<file path="src/rtl/rdtrunc_pkg.sv">
package rdtrunc_pkg;

    typedef enum logic [1:0] {
        OP_NOP   = 2'd0,
        OP_READ  = 2'd1,
        OP_WRITE = 2'd2,
        OP_PRE   = 2'd3
    } op_e;

endpackage

</file>
<file path="src/rtl/rdtrunc_gap_calc.sv">
module rdtrunc_gap_calc
    import rdtrunc_pkg::*;
#(
    parameter int BANK_W = 2,
    parameter int LEN_W  = 4,
    parameter int SW     = LEN_W + 3
) (
    input  op_e               last_op,
    input  logic [LEN_W-1:0]  last_len,
    input  logic [BANK_W-1:0] last_bank,
    input  logic              last_ap,
    input  logic [SW-1:0]     since,
    input  logic              cl3,
    input  logic              bubble,
    input  op_e               head_op,
    input  logic [BANK_W-1:0] head_bank,
    input  logic              mask_ok,
    output logic              may_issue,
    output logic              drop
);
    localparam logic [SW-1:0] ONE = SW'(1);

    logic [SW-1:0] cl_x, len_x, wr_gap, need;
    logic          same_bank, need_mask;

    always_comb begin
        cl_x      = cl3 ? SW'(3) : SW'(2);
        len_x     = SW'(last_len);
        wr_gap    = cl_x + len_x + ONE + SW'(bubble);
        same_bank = (last_bank == head_bank);
        need      = ONE;
        need_mask = 1'b0;
        unique case (last_op)
            OP_READ: begin
                unique case (head_op)
                    OP_WRITE: begin
                        need      = wr_gap;
                        need_mask = 1'b1;
                    end
                    OP_PRE:  need = same_bank ? len_x : ONE;
                    default: need = len_x;
                endcase
            end
            OP_WRITE: begin
                if (head_op == OP_PRE) need = same_bank ? len_x : ONE;
                else                   need = len_x;
            end
            default: need = ONE;
        endcase
        drop = (head_op == OP_NOP) ||
               (head_op == OP_PRE && last_op == OP_READ && last_ap && same_bank);
        may_issue = !drop && (since >= need) && (!need_mask || mask_ok);
    end
endmodule

</file>
<file path="src/rtl/rdtrunc_mask_ctl.sv">
module rdtrunc_mask_ctl #(
    parameter int LEN_W = 4,
    parameter int SW    = LEN_W + 3
) (
    input  logic             clk,
    input  logic             rst_n,
    input  logic             last_is_read,
    input  logic [LEN_W-1:0] last_len,
    input  logic [SW-1:0]    since,
    input  logic             cl3,
    input  logic             head_write,
    input  logic             write_fire,
    output logic             dqm,
    output logic             mask_ok
);
    localparam logic [1:0] RUN_FULL = 2'd3;

    typedef struct packed {
        logic       dqm;
        logic [1:0] run;
    } mstate_t;

    mstate_t m_q, m_d;
    logic [SW-1:0] mask_start;

    always_comb begin
        mask_start = (cl3 ? SW'(3) : SW'(2)) + SW'(last_len) - SW'(2);
        m_d        = m_q;
        m_d.dqm    = last_is_read && (since >= mask_start) && head_write && !write_fire;
        if (!m_d.dqm)              m_d.run = 2'd0;
        else if (m_q.run != RUN_FULL) m_d.run = m_q.run + 2'd1;
    end

    always_ff @(posedge clk) begin
        if (!rst_n) m_q <= '0;
        else        m_q <= m_d;
    end

    assign dqm     = m_q.dqm;
    assign mask_ok = (m_q.run == RUN_FULL);

    assert_mask_after_read_R8: assert property (@(posedge clk) disable iff (!rst_n)
        m_q.dqm |-> last_is_read);

    assert_mask_not_early_R7: assert property (@(posedge clk) disable iff (!rst_n)
        $rose(m_q.dqm) |-> (since > mask_start));
endmodule

</file>
<file path="src/rtl/sdram_rd_trunc_sched.sv">
module sdram_rd_trunc_sched
    import rdtrunc_pkg::*;
#(
    parameter int BANK_W = 2,
    parameter int COL_W  = 8,
    parameter int LEN_W  = 4
) (
    input  logic              clk,
    input  logic              rst_n,
    input  logic              cfg_cl3,
    input  logic              cfg_bubble,
    input  logic              req_valid,
    output logic              req_ready,
    input  logic [1:0]        req_op,
    input  logic [BANK_W-1:0] req_bank,
    input  logic [COL_W-1:0]  req_col,
    input  logic [LEN_W-1:0]  req_len,
    input  logic              req_autopre,
    output logic [1:0]        cmd_op,
    output logic [BANK_W-1:0] cmd_bank,
    output logic [COL_W-1:0]  cmd_col,
    output logic              cmd_autopre,
    output logic              cmd_dqm
);
    localparam int            SW        = LEN_W + 3;
    localparam logic [SW-1:0] SINCE_MAX = '1;

    typedef struct packed {
        op_e               cmd_op;
        logic [BANK_W-1:0] cmd_bank;
        logic [COL_W-1:0]  cmd_col;
        logic              cmd_ap;
        op_e               last_op;
        logic [LEN_W-1:0]  last_len;
        logic [BANK_W-1:0] last_bank;
        logic              last_ap;
        logic [SW-1:0]     since;
    } state_t;

    state_t s_q, s_d;
    op_e    head_op;
    logic   may_issue, drop, mask_ok, issue, write_fire;

    assign head_op = op_e'(req_op);

    rdtrunc_gap_calc #(.BANK_W(BANK_W), .LEN_W(LEN_W), .SW(SW)) u_gap (
        .last_op   (s_q.last_op),
        .last_len  (s_q.last_len),
        .last_bank (s_q.last_bank),
        .last_ap   (s_q.last_ap),
        .since     (s_q.since),
        .cl3       (cfg_cl3),
        .bubble    (cfg_bubble),
        .head_op   (head_op),
        .head_bank (req_bank),
        .mask_ok   (mask_ok),
        .may_issue (may_issue),
        .drop      (drop)
    );

    assign req_ready  = may_issue | drop;
    assign issue      = req_valid & may_issue;
    assign write_fire = issue & (head_op == OP_WRITE);

    rdtrunc_mask_ctl #(.LEN_W(LEN_W), .SW(SW)) u_mask (
        .clk          (clk),
        .rst_n        (rst_n),
        .last_is_read (s_q.last_op == OP_READ),
        .last_len     (s_q.last_len),
        .since        (s_q.since),
        .cl3          (cfg_cl3),
        .head_write   (req_valid && head_op == OP_WRITE),
        .write_fire   (write_fire),
        .dqm          (cmd_dqm),
        .mask_ok      (mask_ok)
    );

    always_comb begin
        s_d        = s_q;
        s_d.cmd_op = OP_NOP;
        if (s_q.since != SINCE_MAX) s_d.since = s_q.since + SW'(1);
        if (issue) begin
            s_d.cmd_op    = head_op;
            s_d.cmd_bank  = req_bank;
            s_d.cmd_col   = req_col;
            s_d.cmd_ap    = req_autopre;
            s_d.last_op   = head_op;
            s_d.last_len  = req_len;
            s_d.last_bank = req_bank;
            s_d.last_ap   = req_autopre;
            s_d.since     = SW'(1);
        end
    end

    always_ff @(posedge clk) begin
        if (!rst_n) begin
            s_q         <= '0;
            s_q.cmd_op  <= OP_NOP;
            s_q.last_op <= OP_NOP;
            s_q.since   <= SINCE_MAX;
        end else begin
            s_q <= s_d;
        end
    end

    assign cmd_op      = s_q.cmd_op;
    assign cmd_bank    = s_q.cmd_bank;
    assign cmd_col     = s_q.cmd_col;
    assign cmd_autopre = s_q.cmd_ap;

    assert_cmd_from_request_R2: assert property (@(posedge clk) disable iff (!rst_n)
        (cmd_op != 2'd0) |-> $past(req_valid && req_ready));

    assert_read_spacing_R3: assert property (@(posedge clk) disable iff (!rst_n)
        (req_valid && req_ready && head_op == OP_READ &&
         (s_q.last_op == OP_READ || s_q.last_op == OP_WRITE))
        |-> (s_q.since >= SW'(s_q.last_len)));

    assert_autopre_drop_R5: assert property (@(posedge clk) disable iff (!rst_n)
        (req_valid && head_op == OP_PRE && s_q.last_op == OP_READ && s_q.last_ap &&
         req_bank == s_q.last_bank) |=> (cmd_op == 2'd0));

    assert_mask_lead_R7: assert property (@(posedge clk) disable iff (!rst_n)
        (cmd_op == 2'd2 && $past(s_q.last_op) == OP_READ)
        |-> (!cmd_dqm && $past(cmd_dqm) && $past(cmd_dqm, 2) && $past(cmd_dqm, 3)));
endmodule

</file>
<file path="config.mk">
export PLATFORM = sky130hd
export DESIGN_NAME = sdram_rd_trunc_sched
export DESIGN_NICKNAME = d
export VERILOG_FILES = /design/src/rtl/rdtrunc_pkg.sv /design/src/rtl/rdtrunc_gap_calc.sv /design/src/rtl/rdtrunc_mask_ctl.sv /design/src/rtl/sdram_rd_trunc_sched.sv
export SDC_FILE = /design/constraint.sdc
export NUM_CORES = 1
export LEC_CHECK = 0
export ABC_AREA = 1
export BUFFER_PORTS_ARGS = -buffer_cell sky130_fd_sc_hd__buf_2
export CORE_AREA = 2 2 82 64
export CTS_CLUSTER_SIZE = 24
export DETAILED_ROUTE_END_ITERATION = 8
export DIE_AREA = 0 0 84 66
export MAX_ROUTING_LAYER = met4
export PLACE_DENSITY = 0.65
export SYNTH_ARGS = -nofsm -noshare
export SYNTH_HDL_FRONTEND = slang
export SYNTH_SLANG_ARGS = --single-unit
</file>
<file path="constraint.sdc">
create_clock -name clk -period 5.68 [get_ports clk]
set_input_delay 1.136 -clock clk [delete_from_list [all_inputs] [get_ports clk]]
set_output_delay 1.136 -clock clk [all_outputs]
set_load 0.005 [all_outputs]
</file>
==> results.ini, run 1 <==
[yosys]
synth-edff-count = 0
synth_top_area_share_pct = 27.87
avgSynthCellArea_um2 = 7.208
syn_area_um2 = 2083
ys.flop_type = dfxtp_1
synth_top_area_cell = dfxtp_1
yosys-top-cells-count = nand2_1 (69), inv_1 (41), nand3_1 (32), dfxtp_1 (29), ha_1 (23)
syn_nets = 334
synth_seq_area_share_pct = 27.87
async_flop_share_pct = 0
yosys_warnings = 0
synth.most_common_cell = nand2_1
ys_ff_latch = 29
synth_cell_type_count = 34
synthTopCellsByArea = dfxtp_1 (28%), ha_1 (14%), nand2_1 (12%)
postSynthCellCount = 289

[routing]
postRouteAntennaNets = 0
wl_um = 4405
drc = 0
wl_per_cell_um = 11.72
first_pass_iters = 7
routed_via_density = 4.832
first_iter_violations = 109
routed-via-count = 1817

[clocking]
clkLatencyLatePin_ns = 0.28
cts-root-buf = clkbuf_8
cts.sink_count = 29
cts_made_buffers = 5
ctsHoldBuffers = 0
cts_tree = done
post-cts-setup-buffer-count = 0
htreeDepth = 2
path_clk_slew_ns = 0.06
clockBufferDepth = 2
ctsResizeCount = 0

[run]
cap_violations = 0

[placed_design]
place_ws_ns = 1.059
place_hpwl_um = 3429
portBuffers = 36
gp_congestion = 0.8151

[floorplan]
start_util_pct = 43.75
core_area_um2 = 4762
die_x_um = 84
die_h_um = 66
ios = 37
die_area_um2 = 5544
rows = 22

[critical_path]
required_ns = 4.54
slowest_delay_ns = 0.30
cpLargestDelayFamily = adder cells
crit_type = in -> out
reg2reg_slack_ns = 2.46
cp.buffers_inverters = 5
crit_chain = buf_2 > ha_1 > inv_1 > ha_1 > inv_1 > ha_1 > nand2_1 > o21ai_0 > nand2_1 > ha_1 > nand2_1 > nand2_1 > nand2_1 > nand2_1 > a21oi_1 > nor2_4 > inv_2 > nand3_1 > buf_2
crit_path_max_fanout = 4
cp-start-kind = primary input
crit_arrival_ns = 3.48
cp_common_cell = nand2_1
cp-end-kind = output port
slowest_stage = ha_1

[power]
leakagePower_nw = 1.200
finalPower_uw = 690.0
power_density_nw_per_um2 = 298.6
peakVddDrop_mv = 0.1540

[finish]
fillers = 494
seqCellArea_um2 = 580.6
n_antenna_cell = 0
fin_nets = 360
area.growth.synth_to_final_pct = 10.93
multiInputGateArea_um2 = 1179
drive_gt1_share_pct = 21.20

[global_route]
grt_max_degree = 23
grt_overflow = 0
grt_first_pass_wirelength_um = 7590
grt_antenna_before_repair = 0
grt_pass1_vias = 1680
track_usage_pct = 17.76

[sta]
setup_slack_ns = 1.069
whs_ns = 0.4608
clock.fmax_mhz = 216.9
fin_crit_sh_pct = 81.18
setup_viol = 0
layout_min_cycle_time_ns = 4.611
worst_slew_pin_slew_ns = 0.6650
maxSlewHeadroom_pct = 55.39
rsz0062_at_grt = false
clock_skew_ns = 0.003317
hold_viol = 0
tns_ns = 0
final-max-slew-violation-count = 0

[status]
status = completed

[worst_hold_path]
hp-class = reg -> reg

-- sequential cells by signal, summed over array words and instances, names as in the netlist --
name        count
cmd_col         8
cmd_op          2
u_mask.dqm      1
u_mask.m_q      2
s_q            16
-- metrics by stage --
| stage | std cells | instance area, um2 | utilization (%) |
|---|---|---|---|
| 2_1_floorplan | 289 | 2083 | - |
| 3_3_place_gp | 368 | 2191 | 46.01 |
| 3_5_place_dp | 368 | 2191 | 46.01 |
| 4_1_cts | 376 | 2311 | 48.53 |
| 5_1_grt | 376 | 2311 | 48.53 |
| 6_report | 376 | 2311 | 48.53 |
-- cell families after synthesis --
logic type               after synthesis  synth area share [%]
flip-flops                            29                 27.87
AO/OA/AOI/OAI                         23                 6.427
XOR/XNOR                               5                 2.102
buffers and inverters                 63                 15.56
AND/OR/NAND/NOR                      145                 33.75
multiplexers                           1                0.4805
adder cells (fa/ha/maj)               23                 13.81
-- area by class of cell --
| cell class | count | share of cell area (%) |
|---|---|---|
| Clock inverter | 2 | 1.624 |
| Timing Repair Buffer | 37 | 8.121 |
| Inverter | 45 | 7.309 |
| Multi-Input combinational cell | 197 | 51.00 |
| Tap cell | 60 | 3.249 |
| Clock buffer | 6 | 3.573 |
| Sequential cell | 29 | 25.12 |
-- worst paths after layout --
kind,startpoint,endpoint,depth (start not counted)
max,cfg_cl3,req_ready,19
min,cmd_col[0],cmd_col[0],2
max reg2reg,s_q[10],cmd_col[1],20
min reg2reg,cmd_col[0],cmd_col[0],2
-- placed cells by master (no fill, tap or decap), types with 2 or more instances in the layout --
cell      synthesis  routed
o21ai_0           5       5
xor2_1            3       3
nand4_1           2       2
xnor2_1           2       2
nand2_1          69      69
inv_2             3       3
clkbuf_8          0       6
ha_1             23      23
o22ai_1           3       3
or2_2             2       2
nor2_1           20      20
buf_2             0      36
inv_1            41      41
a21oi_1          10      10
nand3_1          32      32
nand3_2          13      13
dfxtp_1          29      29
-- layer usage --
layer  track usage [%]  up-vias  part of all wire (%)  routed length [um]
met5                 -        -                     0                   0
met4             4.839        0                  0.45                  20
met3             4.869        2                   4.2                 187
met2             25.90       37                    41                1814
met1             24.28      810                    54                2384
li1                  -      968                     -                   -
-- worst register-to-register path: cells and delay by family (launching register included) --
| kind | cells | cell delay, ns |
|---|---|---|
| AND/OR/NAND/NOR | 10 | 1.13 |
| adder cells (fa/ha/maj) | 4 | 0.85 |
| buffers and inverters | 4 | 0.48 |
| flip-flops | 1 | 0.43 |
| AO/OA/AOI/OAI | 2 | 0.23 |
-- power breakdown --
group	leakage (nW)	switching (mW)	internal (mW)
Sequential	0.239	0.0277	0.226
Combinational	0.904	0.124	0.0874
Clock	0.0574	0.0821	0.142
Total	1.20	0.234	0.456
(Power assumes the default switching activity.)
==> inputs of run 2 (changes only) <==
- clock period: 5.68 -> 4.7 ns (I/O delays scaled with it)
==> results.ini, run 2 (same netlist as run 1, synthesis figures left out) <==
[placed_design]
place_hpwl_um = 3388
gp_congestion = 0.8153
portBuffers = 36
placed_area_um2 = 2191
placed_cells = 368
place_ws_ns = 0.4851

[routing]
routed-via-count = 1803
routed_via_density = 4.795
postRouteAntennaNets = 0
drc = 0
wl_um = 4320
first_iter_violations = 86
wl_per_cell_um = 11.49
first_pass_iters = 4

[sta]
whs_ns = 0.4652
layout_min_cycle_time_ns = 4.217
hold_viol = 0
clock_skew_ns = 0.004737
setup_viol = 0
worst_slew_pin_slew_ns = 0.6592
fin_crit_sh_pct = 89.72
final-max-slew-violation-count = 0
tns_ns = 0
maxSlewHeadroom_pct = 55.78
clock.fmax_mhz = 237.2
setup_slack_ns = 0.4834
rsz0062_at_grt = false

[critical_path]
crit_type = in -> out
cp-end-kind = output port
reg2reg_depth = 20
cp-start-kind = primary input
crit_path_max_fanout = 4
crit_arrival_ns = 3.28
required_ns = 3.76

[floorplan]
die_area_um2 = 5544
core_area_um2 = 4762
rows = 22
die_h_um = 66
start_util_pct = 43.75
die_x_um = 84
ios = 37

[finish]
fillers = 488
area.growth.synth_to_final_pct = 10.93
most-common-layout-cells = nand2_1 (69), inv_1 (41), buf_2 (36)
largest_reg_flops = 16
regMostFlops = s_q
utilization_pct = 48.53
design_area_um2 = 2311
n_antenna_cell = 0
drive_gt1_share_pct = 21.20
final_common_cell = nand2_1
fin_nets = 360
fin_cells = 376

[clocking]
cts_tree = done
ctsHoldBuffers = 0
path_clk_slew_ns = 0.06
cts.sink_count = 29
clkLatencyLatePin_ns = 0.28
cts-root-buf = clkbuf_8
clockBufferDepth = 2
ctsResizeCount = 0
cts_made_buffers = 5
post-cts-setup-buffer-count = 0
htreeDepth = 2

[worst_hold_path]
hp-class = reg -> reg
whs_path_depth = 2

[global_route]
grt_overflow = 0
track_usage_pct = 17.26
grt_antenna_before_repair = 0
grt_pass1_vias = 1711
grt_max_degree = 23
grt_first_pass_wirelength_um = 7458

[power]
finalPower_uw = 833.3
p_int_uw = 551.1
clkPwrFrac_pct = 32.4
switching_power_uw = 282.2
leakagePower_nw = 1.200
power_density_nw_per_um2 = 360.6
combPwrFrac_pct = 30.8
sw_frac_of_total_pct = 33.86
peakVddDrop_mv = 0.1638
p_seq_share_pct = 36.8

[status]
status = completed

[run]
cap_violations = 0

[run 2: cell counts in the layout (fill, tap and decap cells not counted)]
No cell type changed its count.
[run 2: critical path: stages]
cell and delay (ns):
buf_2 0.08, ha_1 0.15, inv_1 0.05, ha_1 0.34
inv_1 0.10, ha_1 0.21, nand2_1 0.09, nand2_1 0.05
o22ai_1 0.16, inv_1 0.06, ha_1 0.29, a21oi_1 0.15
nand2_1 0.07, a21oi_1 0.22, nor2_4 0.07, inv_2 0.06
nand3_1 0.05, buf_2 0.12
[run 2: power groups by stage]
stage	Combinational, mW	Sequential (mW)	Clock, mW
finish	0.256	0.307	0.270
global route	0.302	0.310	0.292
CTS	0.257	0.307	0.277
detailed placement	0.256	0.312	0
global placement	0.251	0.311	0
floorplan	0.215	0.299	0
[run 2: layout make-up]
cell class / instances / area, um2 / area share, %
inverters: 45 / 168.9 / 7.309
clock inverters: 2 / 37.54 / 1.624
repair buffers: 37 / 187.7 / 8.121
multi-input cells: 197 / 1179 / 51.00
flip-flops and latches: 29 / 580.6 / 25.12
clock buffers: 6 / 82.58 / 3.573
well taps: 60 / 75.07 / 3.249
[run 2: metal layers]
| metal | vias up | GRT usage [%] | wire length, um |
|---|---|---|---|
| li1 | 970 | - | - |
| met1 | 792 | 23.88 | 2340 |
| met2 | 39 | 26.10 | 1797 |
| met3 | 2 | 3.745 | 170 |
| met4 | 0 | 3.629 | 11 |
| met5 | - | - | 0 |
[run 2: path summary, 6_finish.rpt]
kind                     end       start  slack [ns]
setup reg to reg  cmd_col[1]     s_q[10]        1.47
hold reg to reg   cmd_col[5]  cmd_col[5]        0.47
setup / recovery   req_ready     cfg_cl3        0.48
hold / removal    cmd_col[5]  cmd_col[5]        0.47
==> inputs of run 3 (changes only) <==
- REMOVE_ABC_BUFFERS: not set -> 1
==> results.ini, run 3 (same netlist as run 1, synthesis figures left out) <==
[status]
status = completed

[worst_hold_path]
hold_end = cmd_col[4]
hp-class = reg -> reg
whs_path_depth = 2
min_from = cmd_col[4]

[floorplan]
die_x_um = 84
die_area_um2 = 5544
ios = 37
rows = 22
die_h_um = 66
start_util_pct = 43.75
core_area_um2 = 4762

[sta]
hold_viol = 0
final-max-slew-violation-count = 0
clock_skew_ns = 0.006661
tns_ns = 0
fin_crit_sh_pct = 90.15
clock.fmax_mhz = 236.0
layout_min_cycle_time_ns = 4.237
rsz0062_at_grt = false
maxSlewHeadroom_pct = 54.61
setup_viol = 0
worst_slew_pin_slew_ns = 0.6767

[routing]
wl_um = 4404
postRouteAntennaNets = 0
first_iter_violations = 131
routed-via-count = 1806
wl_per_cell_um = 11.74
routed_via_density = 4.816
first_pass_iters = 5
drc = 0

[placed_design]
portBuffers = 36
placed_cells = 368
place_hpwl_um = 3334
gp_congestion = 0.8560

[critical_path]
reg2reg_slack_ns = 1.46
crit_path_max_fanout = 4
required_ns = 3.76
slowest_stage = ha_1
r2r_end = s_q[14]
crit_type = in -> out
crit_arrival_ns = 3.30
cp-end-kind = output port
crit_chain = buf_2 > ha_1 > inv_1 > ha_1 > inv_1 > ha_1 > nand2_1 > nand2_1 > o22ai_1 > inv_1 > ha_1 > a21oi_1 > nand2_1 > a21oi_1 > nor2_4 > inv_2 > nand3_1 > buf_2
slowest_delay_ns = 0.34
cp-start-kind = primary input
cp_common_cell = ha_1
reg2reg_depth = 20
r2r_start = s_q[10]

[power]
peakVddDrop_mv = 0.1642
switching_power_uw = 281.8
p_int_uw = 533.4
power_density_nw_per_um2 = 355.2
sw_frac_of_total_pct = 34.56
combPwrFrac_pct = 31.5
finalPower_uw = 815.2
p_seq_share_pct = 37.6
clkPwrFrac_pct = 30.9
leakagePower_nw = 1.196

[clocking]
htreeDepth = 2
cts_tree = done
ctsHoldBuffers = 0
cts.sink_count = 29
ctsResizeCount = 0
post-cts-setup-buffer-count = 0
clkLatencyLatePin_ns = 0.28
path_clk_slew_ns = 0.06
clockBufferDepth = 2
cts-root-buf = clkbuf_8
cts_made_buffers = 5

[finish]
utilization_pct = 48.19
most-common-layout-cells = nand2_1 (69), inv_1 (41), buf_2 (36)
seqCellArea_um2 = 580.6
fillers = 479
area.growth.synth_to_final_pct = 10.15
largest_reg_flops = 16
fin_cells = 375
fin_nets = 360
drive_gt1_share_pct = 20.95
regMostFlops = s_q
multiInputGateArea_um2 = 1179
n_antenna_cell = 0
final_common_cell = nand2_1

[global_route]
met2_usage_pct = 25.70
grt.busiest_layer = met2
track_usage_pct = 17.80
grt_antenna_before_repair = 0
grt_first_pass_wirelength_um = 7583
grt_pass1_vias = 1669
use_met1_pct = 24.32
grt_overflow = 0
grt_max_degree = 23
grtUsageMet3_pct = 4.120

[run]
cap_violations = 0

==> run 3: changes by cell type in the layout (fill, tap and decap cells not counted) <==
cell | previous run | this run
clkbuf_8 | 6 | 5
clkinv_2 | 0 | 1
clkinvlp_4 | 1 | 0
==> run 3: how the worst max path moves through the flow <==
stage                  from         to  slack [ns]  cells past startpoint
detailed placement  cfg_cl3  req_ready        0.46                     18
CTS                 cfg_cl3  req_ready        0.45                     18
global placement    cfg_cl3  req_ready        0.51                     18
floorplan           cfg_cl3  req_ready        0.57                     18
global route        cfg_cl3  req_ready        0.22                     18
finish              cfg_cl3  req_ready        0.46                     18
==> run 3: power by group through the flow <==
stage / clock network, mW / registers [mW] / logic, mW
after floorplan: 0 / 0.301 / 0.190
after global placement: 0 / 0.312 / 0.253
after detailed placement: 0 / 0.310 / 0.257
after CTS: 0.260 / 0.306 / 0.259
after global routing: 0.267 / 0.310 / 0.301
final: 0.252 / 0.306 / 0.257
==> run 3: cell type report <==
cell class                      instances  area share, %
Multi-Input combinational cell        197          51.36
Sequential cell                        29          25.30
Timing Repair Buffer                   37          8.179
Inverter                               45          7.361
Tap cell                               60          3.272
Clock buffer                            5          2.999
Clock inverter                          2          1.527
==> run 3: routing by layer <==
layer / routed length, um / vias up / share of wire, %
met4: 52 / 0 / 1.2
met1: 2349 / 793 / 53
met5: 0 / - / 0
li1: - / 965 / -
met2: 1743 / 44 / 40
met3: 258 / 4 / 5.9
==> run 3: critical path, delay by kind of cell <==
kind,cells,cell delay (ns)
AOI/OAI and AO/OA,3,0.51
adders and majority gates,4,1.00
buffers and inverters,6,0.48
and+or+nand+nor,5,0.36
==> run 3: stage by stage <==
step / hold slack (ns) / setup slack, ns / area (um2)
5_1_grt: 0.4842 / 0.2217 / 2295
3_5_place_dp: 0.4552 / 0.4591 / 2191
6_report: 0.4633 / 0.4629 / 2295
2_1_floorplan: 0.4611 / 0.5709 / 1928
3_3_place_gp: 0.4535 / 0.5068 / 2191
4_1_cts: 0.4649 / 0.4507 / 2295
